==> config.mk <==
export PLATFORM = sky130hd
export DESIGN_NAME = conv_sequencer
export DESIGN_NICKNAME = d
export VERILOG_FILES = /design/src/rtl/conv_seq_pkg.sv /design/src/rtl/conv_start_arb.sv /design/src/rtl/conv_chan_step.sv /design/src/rtl/conv_capture.sv /design/src/rtl/conv_sequencer.sv
export SDC_FILE = /design/constraint.sdc
export NUM_CORES = 1
export LEC_CHECK = 0
export ABC_AREA = 1
export BUFFER_PORTS_ARGS = -buffer_cell sky130_fd_sc_hd__buf_2
export CAP_MARGIN = 20
export CORE_ASPECT_RATIO = 1.5
export CORE_MARGIN = 4
export CORE_UTILIZATION = 54
export CTS_CLUSTER_DIAMETER = 200
export DETAILED_ROUTE_END_ITERATION = 16
export PLACE_DENSITY = 0.76
export SLEW_MARGIN = 20
export SYNTH_ARGS = -nofsm -noshare
export SYNTH_HDL_FRONTEND = slang
export SYNTH_SLANG_ARGS = --single-unit
==> constraint.sdc <==
create_clock -name clk -period 8.4 [get_ports clk]
set_input_delay 1.68 -clock clk [delete_from_list [all_inputs] [get_ports clk]]
set_output_delay 1.68 -clock clk [all_outputs]
set_load 0.02 [all_outputs]
==> src/rtl/conv_seq_pkg.sv <==
package conv_seq_pkg;
  localparam int MAX_CH = 16;

  // Upward search with wraparound for the next enabled channel.
  function automatic logic [7:0] rr_next(input logic [MAX_CH-1:0] mask,
                                         input logic [7:0] cur,
                                         input int unsigned n);
    logic [7:0] r;
    logic found;
    int unsigned c;
    r = cur;
    found = 1'b0;
    for (int i = 1; i <= MAX_CH; i++) begin
      c = (32'(cur) + 32'(i)) % n;
      if (!found && (32'(i) <= n) && mask[c]) begin
        r = 8'(c);
        found = 1'b1;
      end
    end
    return r;
  endfunction
endpackage

==> src/rtl/conv_start_arb.sv <==
module conv_start_arb (
  input  logic clk,
  input  logic rst_n,
  input  logic enable,
  input  logic idle,
  input  logic continuous,
  input  logic oneshot_req,
  input  logic pace_active,
  input  logic pace_tick,
  output logic fire
);
  logic os_pend, pace_pend;
  logic want_os, want_pace, want;

  assign want_os   = oneshot_req | os_pend;
  assign want_pace = pace_tick | pace_pend;
  // one-shot ignored in continuous mode; R4/R5 pacing choice
  assign want = continuous ? (pace_active ? want_pace : 1'b1) : want_os;
  assign fire = enable & idle & want;

  always_ff @(posedge clk or negedge rst_n) begin
    if (!rst_n) begin
      os_pend   <= 1'b0;
      pace_pend <= 1'b0;
    end else begin
      // disabled drops pending requests
      if (!enable || continuous || fire) os_pend <= 1'b0;
      else if (oneshot_req)              os_pend <= 1'b1;
      if (!enable || !continuous || !pace_active || fire) pace_pend <= 1'b0;
      else if (pace_tick)                                 pace_pend <= 1'b1;
    end
  end
endmodule

==> src/rtl/conv_chan_step.sv <==
module conv_chan_step import conv_seq_pkg::*; #(
  parameter int NUM_CH = 9,
  parameter int SEL_W  = 4
) (
  input  logic              clk,
  input  logic              rst_n,
  input  logic              accept,
  input  logic [NUM_CH-1:0] mask,
  input  logic [SEL_W-1:0]  done_chan,
  input  logic              sel_wr,
  input  logic [SEL_W-1:0]  sel_wr_data,
  output logic [SEL_W-1:0]  sel
);
  logic             step_en;
  logic [SEL_W-1:0] step_val;

  assign step_en  = accept && (mask != '0);
  assign step_val = SEL_W'(rr_next(MAX_CH'(mask), 8'(done_chan), NUM_CH));

  always_ff @(posedge clk or negedge rst_n) begin
    if (!rst_n)        sel <= '0;
    else if (step_en)  sel <= step_val;     // step wins over write
    else if (sel_wr)   sel <= sel_wr_data;  // zero mask keeps select
  end
endmodule

==> src/rtl/conv_capture.sv <==
module conv_capture #(
  parameter int RES_W = 12,
  parameter int SEL_W = 4
) (
  input  logic             clk,
  input  logic             rst_n,
  input  logic             accept,
  input  logic [RES_W-1:0] result,
  input  logic             err,
  input  logic [SEL_W-1:0] chan,
  input  logic             err_clr,
  output logic [RES_W-1:0] last_result,
  output logic             last_err,
  output logic             err_sticky,
  output logic             smp_valid,
  output logic [RES_W-1:0] smp_result,
  output logic             smp_err,
  output logic [SEL_W-1:0] smp_chan
);
  always_ff @(posedge clk or negedge rst_n) begin
    if (!rst_n) begin
      last_result <= '0;
      last_err    <= 1'b0;
      err_sticky  <= 1'b0;
      smp_valid   <= 1'b0;
      smp_result  <= '0;
      smp_err     <= 1'b0;
      smp_chan    <= '0;
    end else begin
      smp_valid <= accept;
      if (accept) begin
        last_result <= result;
        last_err    <= err;
        smp_result  <= result;
        smp_err     <= err;
        smp_chan    <= chan;
      end
      if (accept && err)  err_sticky <= 1'b1;  // set wins
      else if (err_clr)   err_sticky <= 1'b0;
    end
  end
endmodule

==> src/rtl/conv_sequencer.sv <==
module conv_sequencer #(
  parameter int NUM_CH = 9,
  parameter int SEL_W  = 4,
  parameter int RES_W  = 12
) (
  input  logic              clk,
  input  logic              rst_n,
  input  logic              enable,
  input  logic              continuous,
  input  logic              oneshot_req,
  input  logic              pace_active,
  input  logic              pace_tick,
  input  logic [NUM_CH-1:0] rr_mask,
  input  logic              sel_wr,
  input  logic [SEL_W-1:0]  sel_wr_data,
  input  logic              err_clr,
  output logic              conv_start,
  output logic [SEL_W-1:0]  conv_chan,
  input  logic              conv_done,
  input  logic [RES_W-1:0]  conv_result,
  input  logic              conv_err,
  output logic              ready,
  output logic [SEL_W-1:0]  chan_sel,
  output logic [RES_W-1:0]  last_result,
  output logic              last_err,
  output logic              err_sticky,
  output logic              smp_valid,
  output logic [RES_W-1:0]  smp_result,
  output logic              smp_err,
  output logic [SEL_W-1:0]  smp_chan
);
  logic             busy;
  logic [SEL_W-1:0] cur_chan;
  logic             fire;
  logic             accept;

  // done only counts while a conversion is in progress
  assign accept     = enable & busy & conv_done;
  assign ready      = enable & ~busy;
  assign conv_start = fire;
  assign conv_chan  = busy ? cur_chan : chan_sel;

  always_ff @(posedge clk or negedge rst_n) begin
    if (!rst_n) begin
      busy     <= 1'b0;
      cur_chan <= '0;
    end else begin
      if (!enable)     busy <= 1'b0;        // abandon conversion
      else if (fire)   busy <= 1'b1;
      else if (accept) busy <= 1'b0;
      if (fire) cur_chan <= chan_sel;       // sample current select
    end
  end

  conv_start_arb u_arb (
    .clk(clk), .rst_n(rst_n), .enable(enable), .idle(~busy),
    .continuous(continuous), .oneshot_req(oneshot_req),
    .pace_active(pace_active), .pace_tick(pace_tick), .fire(fire)
  );

  conv_chan_step #(.NUM_CH(NUM_CH), .SEL_W(SEL_W)) u_step (
    .clk(clk), .rst_n(rst_n), .accept(accept), .mask(rr_mask),
    .done_chan(cur_chan), .sel_wr(sel_wr), .sel_wr_data(sel_wr_data),
    .sel(chan_sel)
  );

  conv_capture #(.RES_W(RES_W), .SEL_W(SEL_W)) u_cap (
    .clk(clk), .rst_n(rst_n), .accept(accept), .result(conv_result),
    .err(conv_err), .chan(cur_chan), .err_clr(err_clr),
    .last_result(last_result), .last_err(last_err), .err_sticky(err_sticky),
    .smp_valid(smp_valid), .smp_result(smp_result), .smp_err(smp_err),
    .smp_chan(smp_chan)
  );
endmodule

==> run summary, run 1 <==
sequential area share after synthesis - 13.16%
core area - 0.01025 mm^2
Antenna diodes - 0
FF-to-FF setup slack - 2.65 ns
share of cells above drive strength 1 - 16.50%
Yosys top cell by area - nand2_1
Slew Limit Fails - 0
setup TNS - 0 ns
crit path launch - cur_chan[0]$_DFFE_PN0P_
chip height - 133.9 um
Syn-to-layout area delta - 9.236%
measured slew at the worst slew-check pin - 0.7730 ns
worst skew pair latency - 0.28 ns
number of remaining DRC errors - 0
Cells after DPL - 1145
CTS tree - built
critical path type - reg -> reg
commonest non-fill, non-tap cell in the layout - nand2_1
Most used DFF post-synth - dfrtp_1
CTS Buf Count - 5
Setup crit end kind - flip-flop
Post-Syn Instances - 959
Post-synth ARST share - 100.0%
number of flops mapped to enable cells by yosys - 0
gr ovfl total - 0
Tcrit/Tclk final - 68.43%
Worst Hold Path EP - u_cap.smp_chan[2]$_DFFE_PN0P_
post-CTS resize count - 0
# H-tree levels - 2
Rows - 45
Hold Path Depth - 2
largest cells by area after synthesis - nand2_1, nand3_1, dfrtp_1, ha_1, inv_1
non-filler cells, final - 1153
Worst path slowest cell - ha_1
met2 Usage GRT - 49.92%
Routed wire per std cell - 14.51 um
gr busiest metal - met2
DP Wirelength - 13590 um
Nets - 1100
Layout fillers - 1062
Post-Syn Nets - 1048
CP peak stage delay - 0.77 ns
Initial Util - 55.65%
DR vias/cell - 5.466
TritonRoute pass-1 iters - 6
Reg-to-Reg End - u_step.sel[0]$_DFFE_PN0P_
met1 usage - 28.73%
Setup Fix Bufs, Post-CTS - 0
relative slew slack - 48.47%
mapped cell area - 0.005703 mm^2
warnings from Yosys - 0
FF+latch count, synth - 30
1st-iter DRT viols - 539
max-cap violation count - 0
Fin. Hold Viols - 0
CTS Sinks - 30
most frequent cells in the layout - nand2_1, nand3_1, inv_1
root buffer cell - clkbuf_16
GRT Total Usage - 27.05%
GR Layer Usage met3 - 2.301%
Most common cell on crit path - nand2_1
fmax - 0.1740 GHz
Crit Path Max Fanout - 43
buffers added on ports - 77
number of I/O pins - 78
pin count of the biggest net entering global routing - 44
Avg Synthesized Cell Area - 5.947 um^2
status - completed
die width - 91.91 um
Crit Reg-Reg Startpoint - cur_chan[0]$_DFFE_PN0P_
hold buffers post-CTS - 0
hold_sp - u_cap.smp_chan[2]$_DFFE_PN0P_
worst path required time - 8.55 ns
Synth top area share - 19.22%
routability cong. - 0.9960
# setup viols final - 0
via count - 6302
RSZ-0062 raised after global routing - false
cells on worst reg2reg path - 33
first-pass GRT wire length - 27190 um
final WL - 16730 um
CTS Buffer Depth - 2
skew final - 0.009004 ns
die area - 0.01230 mm^2
minimum clock period after layout - 5.748 ns
clk slew on worst S/H paths - 0.05 ns
Hold/Removal Path Class - reg -> reg
CP Data Arrival Time - 5.90 ns
initial antenna violation count - 0
post-synthesis cell type count - 42
number of routed nets with antenna violations - 0
startpoint class of the critical path - flip-flop
vias in the first global route - 5778
==> area by class of cell <==
class,count,area (um^2),area share [%]
multi-input cells,759,4237,68.01
well taps,141,176.4,2.832
repair buffers,80,407.9,6.548
clock buffers,6,138.9,2.229
flip-flops and latches,30,750.7,12.05
clock inverters,2,12.51,0.2008
inverters,135,506.7,8.134
==> logic make-up (layout without fill, tap and decap cells) <==
kind of cell               after synthesis  after routing  share of synthesized area (%)
buffers and inverters                  170            223                          12.55
DFF                                     30             30                          13.16
adders and majority gates               53             53                          11.63
and+or+nand+nor                        580            580                          47.94
xor gates and xnor gates                28             28                          4.827
AOI/OAI and AO/OA                       98             98                          9.895
==> per-layer routing <==
layer	share of wire, %	wire [um]	vias to the layer above
met5	0	0	-
met4	6.9	1150	0
met3	5.2	875	50
met2	50	8328	244
met1	38	6373	2811
li1	-	-	3197
==> cells in the mapped netlist (5+ instances only) <==
library cell	count
dfrtp_1	30
buf_2	5
nand3b_1	9
o211ai_1	9
nand2_2	29
a21oi_1	21
clkbuf_1	12
ha_1	53
xnor2_1	5
inv_2	14
nand3_1	158
xor2_1	19
nor2_1	37
inv_1	121
o31ai_1	5
nand3_2	8
buf_4	15
nand2_1	292
nand4_1	16
a21oi_2	6
nor3_1	8
o21ai_1	16
nand2_4	6
o21ai_0	36
==> state kept, by name, indices dropped and copies added (netlist names) <==
signal,flops
u_arb.os_pend,1
u_cap.smp_chan,4
cur_chan,4
busy,1
u_arb.pace_pend,1
u_step.sel,4
u_cap.smp_valid,1
u_cap.last_err,1
u_cap.err_sticky,1
u_cap.smp_result,12
==> how the worst max path moves through the flow <==
stage,cells after the start,to,slack [ns]
global route,31,u_step.sel[1]$_DFFE_PN0P_,2.07
detailed placement,33,u_step.sel[0]$_DFFE_PN0P_,2.65
floorplan,35,u_step.sel[3]$_DFFE_PN0P_,3.66
global placement,31,u_step.sel[3]$_DFFE_PN0P_,2.83
finish,33,u_step.sel[0]$_DFFE_PN0P_,2.65
CTS,31,u_step.sel[0]$_DFFE_PN0P_,2.65
==> through the flow <==
stage / setup WS, ns / area [um^2] / hold slack, ns / utilization (%)
global route: 2.069 / 6230 / 0.5048 / 60.79
finish: 2.652 / 6230 / 0.4808 / 60.79
floorplan: 3.660 / 5703 / 0.5187 / -
CTS: 2.647 / 6230 / 0.4877 / 60.79
global placement: 2.826 / 6078 / 0.4597 / 59.32
detailed placement: 2.652 / 6078 / 0.4737 / 59.32
==> worst max-delay path: cells and delay by family (launching register included) <==
family          cells  cell delay [ns]
compound gates      1             0.05
xor+xnor            1             0.20
fa+ha+maj           3             1.28
buf+inv             6             1.41
flops               1             0.32
simple gates       22             2.32
Power of run 1 is left out: the tool's default activity adds up to more than one toggle a clock period on the data nets, which glitch-free logic cannot reach.
==> run 2: changes to the inputs <==
PLACE_DENSITY = 0.79   (was 0.76)
clock period = 4.8 ns   (was 8.4 ns; I/O delays follow)
==> run 2 against run 1 <==
Compared with the run above: fmax up 31%; non-clock buffer count grew 23; worst hold slack gained 0.0024 ns; final area up 4.1%; die area is the same; final cell count up 2.1%; flip-flop and latch count is the same; routed wire length rose by 4.8%; utilization is 2.5 points higher; clock skew down 0.0051 ns; register-to-register slack got worse by 2.2 ns; clock-buffer cell count is the same; critical endpoint is now u_step.sel[2]$_DFFE_PN0P_; largest cell class unchanged; highest routed layer unchanged.
==> run summary, run 2 (synthesis results as in run 1) <==
status - completed
FF-to-FF setup slack - 0.42 ns
first-pass GRT wire length - 28840 um
die width - 91.91 um
GRT Total Usage - 28.48%
TritonRoute pass-1 iters - 5
die area - 0.01230 mm^2
Worst Hold Path EP - u_cap.smp_chan[2]$_DFFE_PN0P_
hold_sp - u_cap.smp_chan[2]$_DFFE_PN0P_
Cells after DPL - 1165
worst skew pair latency - 0.28 ns
Nets - 1124
relative slew slack - 56.58%
max-cap violation count - 0
Setup crit end kind - flip-flop
clk slew on worst S/H paths - 0.05 ns
CTS Sinks - 30
most frequent cells in the layout - nand2_1, nand3_1, inv_1
# setup viols final - 0
Crit Path Max Fanout - 12
number of routed nets with antenna violations - 0
Hold/Removal Path Class - reg -> reg
Most common cell on crit path - nand2_1
via count - 6574
Routed wire per std cell - 14.89 um
share of cells above drive strength 1 - 19.69%
# H-tree levels - 2
CP peak stage delay - 0.42 ns
fmax - 0.2284 GHz
final WL - 17520 um
CTS Buf Count - 5
crit path launch - cur_chan[1]$_DFFE_PN0P_
cells on worst reg2reg path - 31
worst path required time - 4.96 ns
Rows - 45
Worst path slowest cell - dfrtp_2
Syn-to-layout area delta - 13.76%
critical path type - reg -> reg
Antenna diodes - 0
startpoint class of the critical path - flip-flop
skew final - 0.003934 ns
initial antenna violation count - 0
Largest register FFs - 12
pin count of the biggest net entering global routing - 37
measured slew at the worst slew-check pin - 0.6513 ns
Slew Limit Fails - 0
routability cong. - 0.9704
minimum clock period after layout - 4.378 ns
number of I/O pins - 78
non-filler cells, final - 1177
Crit Reg-Reg Startpoint - cur_chan[1]$_DFFE_PN0P_
vias in the first global route - 6227
root buffer cell - clkbuf_16
buffers added on ports - 77
gr ovfl total - 0
core area - 0.01025 mm^2
DR vias/cell - 5.585
Hold Path Depth - 2
number of remaining DRC errors - 0
DP Wirelength - 13950 um
CTS Buffer Depth - 2
commonest non-fill, non-tap cell in the layout - nand2_1
Fin. Hold Viols - 0
Initial Util - 55.65%
1st-iter DRT viols - 407
Reg-to-Reg End - u_step.sel[2]$_DFFE_PN0P_
CP Data Arrival Time - 4.54 ns
CTS tree - built
Reg with most FFs - u_cap.smp_result
chip height - 133.9 um
Tcrit/Tclk final - 91.21%
run 2: changes by cell type in the layout (fill, tap and decap cells not counted), sizes merged:
cell,before,now
nor2,41,42
buf,80,103
run 2: metal layers:
| metal | vias to the layer above | GRT usage, % | wire length [um] |
|---|---|---|---|
| met1 | 2959 | 30.30 | 6500 |
| li1 | 3250 | - | - |
| met4 | 0 | 19.75 | 1063 |
| met2 | 291 | 52.15 | 8813 |
| met5 | - | 0 | 0 |
| met3 | 74 | 2.637 | 1145 |
run 2: critical path: cells and delay by family, from the launching register on:
kind / cells / cell delay (ns)
compound gates: 1 / 0.05
xor+xnor: 2 / 0.39
fa+ha+maj: 3 / 0.65
buf+inv: 5 / 0.48
flops: 1 / 0.42
simple gates: 20 / 2.25
run 2: area by class of cell:
type / count / area [um^2]
Clock inverter: 2 / 12.51
Inverter: 135 / 514.2
Timing Repair Buffer: 103 / 588.1
Fill cell: 1027 / 3760
Tap cell: 141 / 176.4
Clock buffer: 6 / 138.9
Sequential cell: 30 / 753.2
Multi-Input combinational cell: 760 / 4304
run 2: timing repair:
item | 4_1_cts | 5_1_grt
gates resized for setup | 0 | 22
setup endpoints to repair | 0 | 4
hold buffers | 0 | 0
setup buffers | 0 | 3
run 2: how the worst max path moves through the flow:
stage / endpoint / cells past startpoint
6_report: u_step.sel[2]$_DFFE_PN0P_ / 31
5_1_grt: u_step.sel[2]$_DFFE_PN0P_ / 34
4_1_cts: u_step.sel[1]$_DFFE_PN0P_ / 30
3_5_place_dp: u_step.sel[1]$_DFFE_PN0P_ / 28
3_3_place_gp: u_step.sel[2]$_DFFE_PN0P_ / 30
2_1_floorplan: u_step.sel[3]$_DFFE_PN0P_ / 35
run 2: through the flow:
step                instance area (um^2)  setup WS (ns)  hold WS, ns    TNS, ns  utilization (%)
CTS                                 6380         0.1875       0.4859          0            62.26
finish                              6487         0.4220       0.4832          0            63.31
detailed placement                  6228         0.2052       0.4731          0            60.78
floorplan                           5703        0.05987       0.5187          0                -
global route                        6487      -0.001554       0.5065  -0.001554            63.31
global placement                    6228         0.2276       0.4622          0            60.78
Power of run 2 is left out for the same reason.
